==> src/rtl/pll_seq_pkg.sv <==
package pll_seq_pkg;

    typedef enum logic [3:0] {
        S_IDLE,
        S_SLOW,
        S_RSTON,
        S_PROG,
        S_HOLD,
        S_RELEASE,
        S_LOCK,
        S_NORMAL,
        S_FAIL
    } seq_state_e;

    localparam logic [1:0] MODE_SLOW   = 2'b00;
    localparam logic [1:0] MODE_NORMAL = 2'b01;

endpackage

==> src/rtl/pll_req_check.sv <==
module pll_req_check #(
    parameter int NR_W        = 6,
    parameter int NO_W        = 4,
    parameter int NF_W        = 13,
    parameter int REF_KHZ     = 24000,
    parameter int VCO_MIN_KHZ = 440000,
    parameter int VCO_MAX_KHZ = 2200000
) (
    input  logic [NR_W:0] nr,
    input  logic [NO_W:0] no,
    input  logic [NF_W:0] nf,
    output logic          ok
);
    localparam int PW = 48;
    localparam logic [NR_W:0] NR_MAX = {1'b1, {NR_W{1'b0}}};
    localparam logic [NO_W:0] NO_MAX = {1'b1, {NO_W{1'b0}}};
    localparam logic [NF_W:0] NF_MAX = {1'b1, {NF_W{1'b0}}};
    localparam logic [NF_W:0] NF_MIN = NF_W'(2);

    logic          nr_ok, no_ok, nf_ok, vco_ok;
    logic [PW-1:0] vco_scaled, lo_bound, hi_bound;

    always_comb begin
        nr_ok      = (nr != '0) && (nr <= NR_MAX);
        no_ok      = (no != '0) && (no <= NO_MAX) &&
                     ((no == (NO_W+1)'(1)) || !no[0]);
        nf_ok      = (nf >= NF_MIN) && (nf <= NF_MAX);
        vco_scaled = PW'(REF_KHZ) * PW'(nf);
        lo_bound   = PW'(VCO_MIN_KHZ) * PW'(nr);
        hi_bound   = PW'(VCO_MAX_KHZ) * PW'(nr);
        vco_ok     = (vco_scaled >= lo_bound) && (vco_scaled <= hi_bound);
        ok         = nr_ok && no_ok && nf_ok && vco_ok;
    end

endmodule

==> src/rtl/pll_seq_timer.sv <==
module pll_seq_timer #(
    parameter int LIMIT = 500
) (
    input  logic clk,
    input  logic rst_n,
    input  logic run,
    output logic expire
);
    localparam int CW = $clog2(LIMIT + 1);

    logic [CW-1:0] cnt_q;

    assign expire = (cnt_q == CW'(LIMIT - 1));

    always_ff @(posedge clk or negedge rst_n) begin
        if (!rst_n) begin
            cnt_q <= '0;
        end else if (!run) begin
            cnt_q <= '0;
        end else if (!expire) begin
            cnt_q <= cnt_q + CW'(1);
        end
    end

    // the window counter never runs past its terminal value
    p_cnt_bound_r7: assert property (@(posedge clk) disable iff (!rst_n)
        cnt_q <= CW'(LIMIT - 1));

endmodule

==> src/rtl/pll_reprog_seq.sv <==
module pll_reprog_seq
    import pll_seq_pkg::*;
#(
    parameter int CLK_HZ       = 50_000_000,
    parameter int HOLD_US      = 10,
    parameter int REF_KHZ      = 24000,
    parameter int VCO_MIN_KHZ  = 440000,
    parameter int VCO_MAX_KHZ  = 2200000,
    parameter int LOCK_TIMEOUT = 100000,
    parameter int NR_W         = 6,
    parameter int NO_W         = 4,
    parameter int NF_W         = 13
) (
    input  logic            clk,
    input  logic            rst_n,
    input  logic            req_valid,
    output logic            req_ready,
    input  logic [NR_W:0]   req_nr,
    input  logic [NO_W:0]   req_no,
    input  logic [NF_W:0]   req_nf,
    input  logic            pll_lock,
    output logic [1:0]      pll_mode,
    output logic            pll_rst,
    output logic [NR_W-1:0] fld_nr,
    output logic [NO_W-1:0] fld_no,
    output logic [NF_W-1:0] fld_nf,
    output logic [NF_W-2:0] fld_bw,
    output logic            busy,
    output logic            done,
    output logic            err
);
    localparam int BW_W     = NF_W - 1;
    localparam int HOLD_CYC = (CLK_HZ / 1_000_000) * HOLD_US;

    seq_state_e state_q, state_d;

    logic            req_ok;
    logic            hold_exp, lock_exp;
    logic [NR_W:0]   lat_nr;
    logic [NO_W:0]   lat_no;
    logic [NF_W:0]   lat_nf;
    logic [NR_W:0]   nr_m1;
    logic [NO_W:0]   no_m1;
    logic [NF_W:0]   nf_m1;
    logic [NF_W-1:0] bw_m1;

    pll_req_check #(
        .NR_W(NR_W), .NO_W(NO_W), .NF_W(NF_W),
        .REF_KHZ(REF_KHZ), .VCO_MIN_KHZ(VCO_MIN_KHZ), .VCO_MAX_KHZ(VCO_MAX_KHZ)
    ) u_check (
        .nr(req_nr), .no(req_no), .nf(req_nf), .ok(req_ok)
    );

    pll_seq_timer #(.LIMIT(HOLD_CYC)) u_hold_tmr (
        .clk(clk), .rst_n(rst_n), .run(state_q == S_HOLD), .expire(hold_exp)
    );

    pll_seq_timer #(.LIMIT(LOCK_TIMEOUT)) u_lock_tmr (
        .clk(clk), .rst_n(rst_n), .run(state_q == S_LOCK), .expire(lock_exp)
    );

    assign req_ready = (state_q == S_IDLE);
    assign busy      = (state_q != S_IDLE);

    assign nr_m1 = lat_nr - (NR_W+1)'(1);
    assign no_m1 = lat_no - (NO_W+1)'(1);
    assign nf_m1 = lat_nf - (NF_W+1)'(1);
    assign bw_m1 = lat_nf[NF_W:1] - NF_W'(1);

    always_comb begin
        state_d = state_q;
        unique case (state_q)
            S_IDLE:    if (req_valid && req_ok) state_d = S_SLOW;
            S_SLOW:    state_d = S_RSTON;
            S_RSTON:   state_d = S_PROG;
            S_PROG:    state_d = S_HOLD;
            S_HOLD:    if (hold_exp) state_d = S_RELEASE;
            S_RELEASE: state_d = S_LOCK;
            S_LOCK: begin
                if (pll_lock)      state_d = S_NORMAL;
                else if (lock_exp) state_d = S_FAIL;
            end
            S_NORMAL:  state_d = S_IDLE;
            S_FAIL:    state_d = S_IDLE;
            default:   state_d = S_IDLE;
        endcase
    end

    always_ff @(posedge clk or negedge rst_n) begin
        if (!rst_n) state_q <= S_IDLE;
        else        state_q <= state_d;
    end

    always_ff @(posedge clk or negedge rst_n) begin
        if (!rst_n) begin
            pll_mode <= MODE_SLOW;
            pll_rst  <= 1'b0;
            fld_nr   <= '0;
            fld_no   <= '0;
            fld_nf   <= '0;
            fld_bw   <= '0;
            done     <= 1'b0;
            err      <= 1'b0;
            lat_nr   <= '0;
            lat_no   <= '0;
            lat_nf   <= '0;
        end else begin
            done <= 1'b0;
            err  <= 1'b0;
            unique case (state_q)
                S_IDLE: begin
                    if (req_valid && req_ok) begin
                        lat_nr <= req_nr;
                        lat_no <= req_no;
                        lat_nf <= req_nf;
                    end
                    err <= req_valid && !req_ok;
                end
                S_SLOW:    pll_mode <= MODE_SLOW;
                S_RSTON:   pll_rst  <= 1'b1;
                S_PROG: begin
                    fld_nr <= nr_m1[NR_W-1:0];
                    fld_no <= no_m1[NO_W-1:0];
                    fld_nf <= nf_m1[NF_W-1:0];
                    fld_bw <= bw_m1[BW_W-1:0];
                end
                S_RELEASE: pll_rst <= 1'b0;
                S_NORMAL: begin
                    pll_mode <= MODE_NORMAL;
                    done     <= 1'b1;
                end
                S_FAIL:    err <= 1'b1;
                default: ;
            endcase
        end
    end

    // divider fields move only while bypassed and held in reset
    p_fields_in_slow_r4: assert property (@(posedge clk) disable iff (!rst_n)
        !$stable({fld_nr, fld_no, fld_nf, fld_bw}) |-> (pll_mode == MODE_SLOW && pll_rst));

    // normal mode is entered only after lock was sampled
    p_normal_after_lock_r8: assert property (@(posedge clk) disable iff (!rst_n)
        (state_q == S_NORMAL) |-> $past(pll_lock));

    // lock is watched only with reset released
    p_lock_after_release_r8: assert property (@(posedge clk) disable iff (!rst_n)
        (state_q == S_LOCK) |-> !pll_rst);

    // a refused request reports an error and starts nothing
    p_reject_idle_r3: assert property (@(posedge clk) disable iff (!rst_n)
        (req_valid && req_ready && !req_ok) |=> (state_q == S_IDLE && err));

    // a timeout leaves the PLL bypassed
    p_fail_slow_r9: assert property (@(posedge clk) disable iff (!rst_n)
        (state_q == S_FAIL) |=> (err && pll_mode == MODE_SLOW));

    // completion flags never coincide
    p_done_err_excl_r8: assert property (@(posedge clk) disable iff (!rst_n)
        !(done && err));

endmodule

==> config.mk <==
export PLATFORM = sky130hd
export DESIGN_NAME = pll_reprog_seq
export DESIGN_NICKNAME = d
export VERILOG_FILES = /design/src/rtl/pll_seq_pkg.sv /design/src/rtl/pll_req_check.sv /design/src/rtl/pll_seq_timer.sv /design/src/rtl/pll_reprog_seq.sv
export SDC_FILE = /design/constraint.sdc
export NUM_CORES = 1
export LEC_CHECK = 0
export BUFFER_PORTS_ARGS = -buffer_cell sky130_fd_sc_hd__clkbuf_2
export CAP_MARGIN = 20
export CORE_MARGIN = 10
export CORE_UTILIZATION = 60
export DETAILED_ROUTE_END_ITERATION = 16
export PLACE_DENSITY = 0.79
export SYNTH_ARGS = -nofsm -noshare
export SYNTH_HDL_FRONTEND = slang
export SYNTH_SLANG_ARGS = --single-unit
==> constraint.sdc <==
create_clock -name clk -period 3.11 [get_ports clk]
set_input_delay 0.622 -clock clk [delete_from_list [all_inputs] [get_ports clk]]
set_output_delay 0.622 -clock clk [all_outputs]
set_load 0.01 [all_outputs]
* After elaboration in Yosys (flattened, before gate mapping) *
Index checks and enable logic that the tools add are counted.

word-level totals
  register bits = 93
  input port bits = 30
  output and inout port bits = 42
  logic and storage cells = 79

cells by class
  add/sub/neg operators = 6
  multiply operators = 3
  order comparisons = 6
  eq/ne operators = 16
  muxes and demuxes = 13
  reductions and logical operators = 21

operators with widths
  operator               number
  $mux 17                2
  $ge 29x26->1           1
  $le 29x29->1           1
  $pmux 4 s7             1
  $mul 16x7->23 const A  1
  $mul 9x14->23 const A  1
  $mul 13x7->20 const A  1
  $mux 9                 2
  $add 17x1->17 const B  1
  $eq 17x17->1 const B   1
  $eq 4x3->1 const B     4
  $mux 4                 4
  $ge 14x2->1 const B    1
  $le 14x14->1 const B   1
  $sub 13x1->13 const B  1
  $sub 12x1->12 const B  1
  $logic_and 1x1->1      10
  $add 9x1->9 const B    1
  $eq 9x9->1 const B     1
  $eq 4x2->1 const B     2
  $le 7x7->1 const B     1
  $reduce_bool 7->1      1
  $ne 2x2->1 const B     3
  $sub 6x1->6 const B    1
  18 further kinds       21

* Longest topological paths before layout *
  depth in word-level cells = 9
  gate-level depth with buffers = 29
  mapped depth without buffers = 28

* Hierarchy *
Synthesis repeated with hierarchy kept, for this count alone.

unflattened totals
  cell total of the unflattened synthesis = 1,311
  area, all modules = 12,012.8 µm²

by module, submodules not included
  module                       instances  cells each  area each (µm²)  sequential area each (µm²)
  pll_req_check                1          881         7,557.2          0.0
  pll_reprog_seq               1          297         3,094.2          1,651.6
  pll_seq_timer at u_lock_tmr  1          87          874.6            425.4
  pll_seq_timer at u_hold_tmr  1          46          486.7            225.2

* Worst setup path after synthesis *
No wires, ideal clock.

  path type = input -> register
  start point = input req_nf[6]
  end point = register lat_nf[12]
  setup time = 0.127 ns
  arrival = 6.263 ns
  required time = 2.982 ns
  path slack = -3.281 ns
  stages = 27
  buffers on the path = 1
  cell sequence = fa_1 -> inv_1 -> fa_1 -> inv_1 -> fa_1 -> inv_1 -> fa_1 -> inv_1 -> ha_1 -> or3_4 -> nand2b_1 -> o211ai_2 -> o21bai_1 -> a21oi_1 -> xnor2_1 -> ha_1 -> and3_1 -> nand3_1 -> nor3_1 -> a21oi_1 -> o211ai_1 -> maj3_2 -> a221oi_1 -> a2111o_1 -> nand4_2 -> buf_6 -> mux2_1

between the ends
  longest elaborated chain between the ends = 6
  elaborated cells on any way between the ends = 11
  classes of those cells = mul: 1; order compare: 4; reduce/logical: 6

ends and longest elaborated chain
  element                                      RTL line                                  RTL
  from (decl)                                  pll_reprog_seq.sv:20                      input logic [NF_W:0] req_nf,
  $mul 9x14->23, or another cell as far along  pll_req_check.sv:28                       vco_scaled = PW'(REF_KHZ) * PW'(nf);
  $ge 29x26->1, or another cell as far along   pll_req_check.sv:31                       vco_ok = (vco_scaled >= lo_bound) && (vco_scaled <= hi_bound);
  $logic_and 1x1->1, on equally long branches  pll_req_check.sv:31, pll_req_check.sv:32
  $logic_and 1x1->1 (*)                        pll_req_check.sv:32                       ok = nr_ok && no_ok && nf_ok && vco_ok;
  $logic_and 1x1->1 (*)                        pll_reprog_seq.sv:112                     if (req_valid && req_ok) begin
  $reduce_and 2->1 (no source line) (*)        n/a
  to (signal assigned)                         pll_reprog_seq.sv:115                     lat_nf <= req_nf;
  to (decl)                                    pll_reprog_seq.sv:41                      logic [NF_W:0] lat_nf;

Mark *: on every way between the ends. The rest lies on a longest branch, timed or not.
A chain may end at the register's enable or synchronous reset.

* Worst setup path in the final report *
  start point = input req_nf[8]
  end point = register lat_nf[10]

The elaborated chain is that of the path after synthesis.

==> metrics.txt <==
H-tree Lvls 3; Total Die Area around 0.025 mm²; Leak ~8.0 nW; register area share after synthesis a little under 20%; endpoints failing setup 25; global-route wire length before repair roughly 50 mm; worst endpoint data arrival time around 6500 ps; clock-pin slew on the worst setup and hold paths around 60 ps; Primary FF master, synth dfrtp_1; final worst-path cycle share 202%; TritonCTS clock tree yes; fraction of registers with async set/reset between 90% and 100%; commonest non-fill, non-tap cell in the layout inv_1; Initial Utilization around 62%; maximum VDD drop 1.07 mV; routed len/inst about 16 µm; Slew Limit Headroom roughly a third; crit path capture type flip-flop; num rows 50; Synth cell types 70; clock share of power 8.9%; RSZ-0062 raised after global routing yes; reg2reg setup slack 240 ps; placer's final routability congestion estimate roughly 0.95; Pre-antenna DRT Iters 5; total power about 14 mW; Congestion Overflow GR 0; DRC viols 0; Net count, final between 1,500 and 2,000; FF-to-FF path depth 9; post-route setup slack -3170 ps; Worst Setup Start Kind primary input; layout cell share with drive strength beyond 1 about 26%; Worst Hold Slack around 330 ps; Clock Skew around 7.0 ps; Clock Latency Late Sink 340 ps; Pins Over Slew Limit 0; top-level I/O count 72; failing checks setup timing; Max Clk Rate between 150 and 200 MHz; Place WS -3690 ps; number of synthesized flops with an enable pin 0; Worst Path Max Fanout 7; outcome complete, but fails checks; Worst-Margin Slew ~1000 ps; Die H about 160 µm; pin count of the biggest net entering global routing 69; fin area 0.0148 mm²; total routed wirelength around 30 mm; Clock Tree Buf Depth 2; ANT cells 0; total nets after synthesis 1,610; Iteration-0 DRC Markers 370; DP Cell Count 1,805; final antenna-violating net count 0; CTS Buf Count 9; Die Span X ~160 µm; power per cell area roughly 950 mW/mm²; Setup CP Type in2reg; NetSw 6.16 mW; initial antenna violation count 0; Post-DP HPWL roughly 24 mm; Pint about 7.9 mW; gr usage total between 20% and 30%; Layout area overhead 27.0%; Syn Area/Cell 9.16 µm²; Core Area 0.0189 mm²; final hold violations 0; Critical Path RT between 3000 and 4000 ps; Reg-to-Reg End fld_nf[11]; Finished Layout Cells around 1,800; via count 10,088; CTS hold repair buffers 0; area of the multi-input gates 0.00886 mm²; FILL cells ~1,200; worst hold path type in2async; crit path capture lat_nf[10]; Sw Ratio a little over two fifths; Combinational Power Share between 80% and 90%; vias in the first global route around 10,000; Ys Warns 0; vias per cell ~5.5; most frequent cells in the layout inv_1, buf_4, ha_1, dfrtp_1, nand2_1; Synth Instances between 1,000 and 1,500; CTS root buf clkbuf_16; Flop pwr share under 10%; TritonCTS Sinks ~90; register area 0.00230 mm²; RR Startpoint lat_nf[1]; #FFs+latches synth 92; dpl cell area approximately 0.014 mm²; Post-Syn Area ~0.012 mm²; port bufs 70; Max-cap violations 0; CP Launch Point req_nf[8]; min Tclk post-route between 6000 and 7000 ps
==> metal layers <==
metal  wire (µm)  part of all wire (%)  track usage (%)
met1       12300                    41             28.0
met2       15200                    51             41.7
met3        1570                   5.3             3.41
met4         581                   2.0             5.35
met5           0                     0                0
==> how the worst min path moves through the flow <==
stage | endpoint | cells past startpoint | start | slack [ps]
6_report | fld_nf[2] | 1 | rst_n | 330
5_1_grt | fld_nf[2] | 1 | rst_n | 400
4_1_cts | fld_nf[2] | 1 | rst_n | 360
3_5_place_dp | fld_nf[2] | 2 | fld_nf[2] | 470
3_3_place_gp | fld_nr[5] | 2 | fld_nr[5] | 460
2_1_floorplan | done | 0 | rst_n | 330
==> through the flow <==
step	setup TNS [ps]	utilization [%]
6_report	-77830	78.5
2_1_floorplan	-77300	-
4_1_cts	-77900	77.2
3_5_place_dp	-90610	74.3
3_3_place_gp	-87850	74.3
5_1_grt	-83240	78.5
==> repair_timing <==
| action | 4_1_cts | 5_1_grt |
|---|---|---|
| pin swaps | 21 | 16 |
| setup endpoints to repair | 25 | 25 |
| setup buffers | 4 | 3 |
| resized for setup | 30 | 42 |
| cloned | 1 | 0 |
| hold endpoints to repair | 0 | 0 |
==> cells in the mapped netlist (all sizes together) (5+ instances only) <==
library cell  number  area share [%]
nand4             14            0.80
mux2i              6            0.51
o211ai             5            0.36
ha               221              24
nand2             91             2.9
inv              225             7.2
fa                84              14
xor2              50             3.8
nand3             32             1.4
clkbuf            14            0.45
a2111oi            6            0.61
nand2b             8            0.43
and3              12            0.64
nor3              18            0.77
or2                6            0.32
dfrtp             92              20
xnor2             47             3.5
nor2b             14            0.75
o21bai             7            0.45
or3               12            0.69
o21a              10            0.64
a31oi              7            0.38
a21oi             56             2.4
o21ai             72             3.1
a21o              17             1.1
mux2              20             1.9
a211oi            11            0.75
nor2              57             1.8
==> critical path, cell delays in order <==
cell,delay (ps)
clkbuf_16,130
fa_1,540
inv_1,50
fa_1,480
inv_1,60
fa_1,500
inv_2,40
fa_1,480
inv_1,50
ha_2,160
or3_4,400
nand2b_4,160
o211ai_4,180
o21bai_1,80
a21oi_1,170
xnor2_1,180
ha_1,290
and3_4,190
nand3_4,70
nor3_4,50
a21oi_2,110
o211ai_1,100
maj3_2,310
a221oi_2,220
a2111o_1,230
nand4_4,160
clkbuf_16,220
mux2_4,300
==> power groups by stage <==
stage	Sequential, mW	Combinational, mW	Clock (mW)
2_1_floorplan	1.22	6.36	0
3_3_place_gp	1.22	9.79	0
3_5_place_dp	1.22	10.1	0
4_1_cts	1.20	10.8	1.27
5_1_grt	1.20	12.9	1.31
6_report	1.20	11.6	1.26
==> registers in the layout, summed over array words and instances, names as in the netlist, 6 cells and up <==
register,count
fld_bw,12
u_lock_tmr.cnt_q,17
lat_nf,13
lat_nr,6
fld_nr,6
fld_nf,13
u_hold_tmr.cnt_q,9
==> logic make-up after synthesis <==
kind of cell	Yosys count	share of synthesized area [%]
AOI/OAI and AO/OA	224	12.4
muxes	26	2.44
DFF	92	19.7
xor gates and xnor gates	97	7.28
and+or+nand+nor	285	11.9
other	1	0.0321
buffers and inverters	243	7.98
adders and majority gates	307	38.3
==> area by class of cell <==
| type | instances | share of cell area (%) |
|---|---|---|
| Tap cell | 260 | 2.19 |
| Multi-Input combinational cell | 940 | 59.8 |
| Clock buffer | 12 | 1.73 |
| Timing Repair Buffer | 296 | 14.4 |
| Clock inverter | 4 | 0.641 |
| Sequential cell | 92 | 15.5 |
| Inverter | 225 | 5.70 |
No activity file was read; power rests on OpenSTA's default activity.
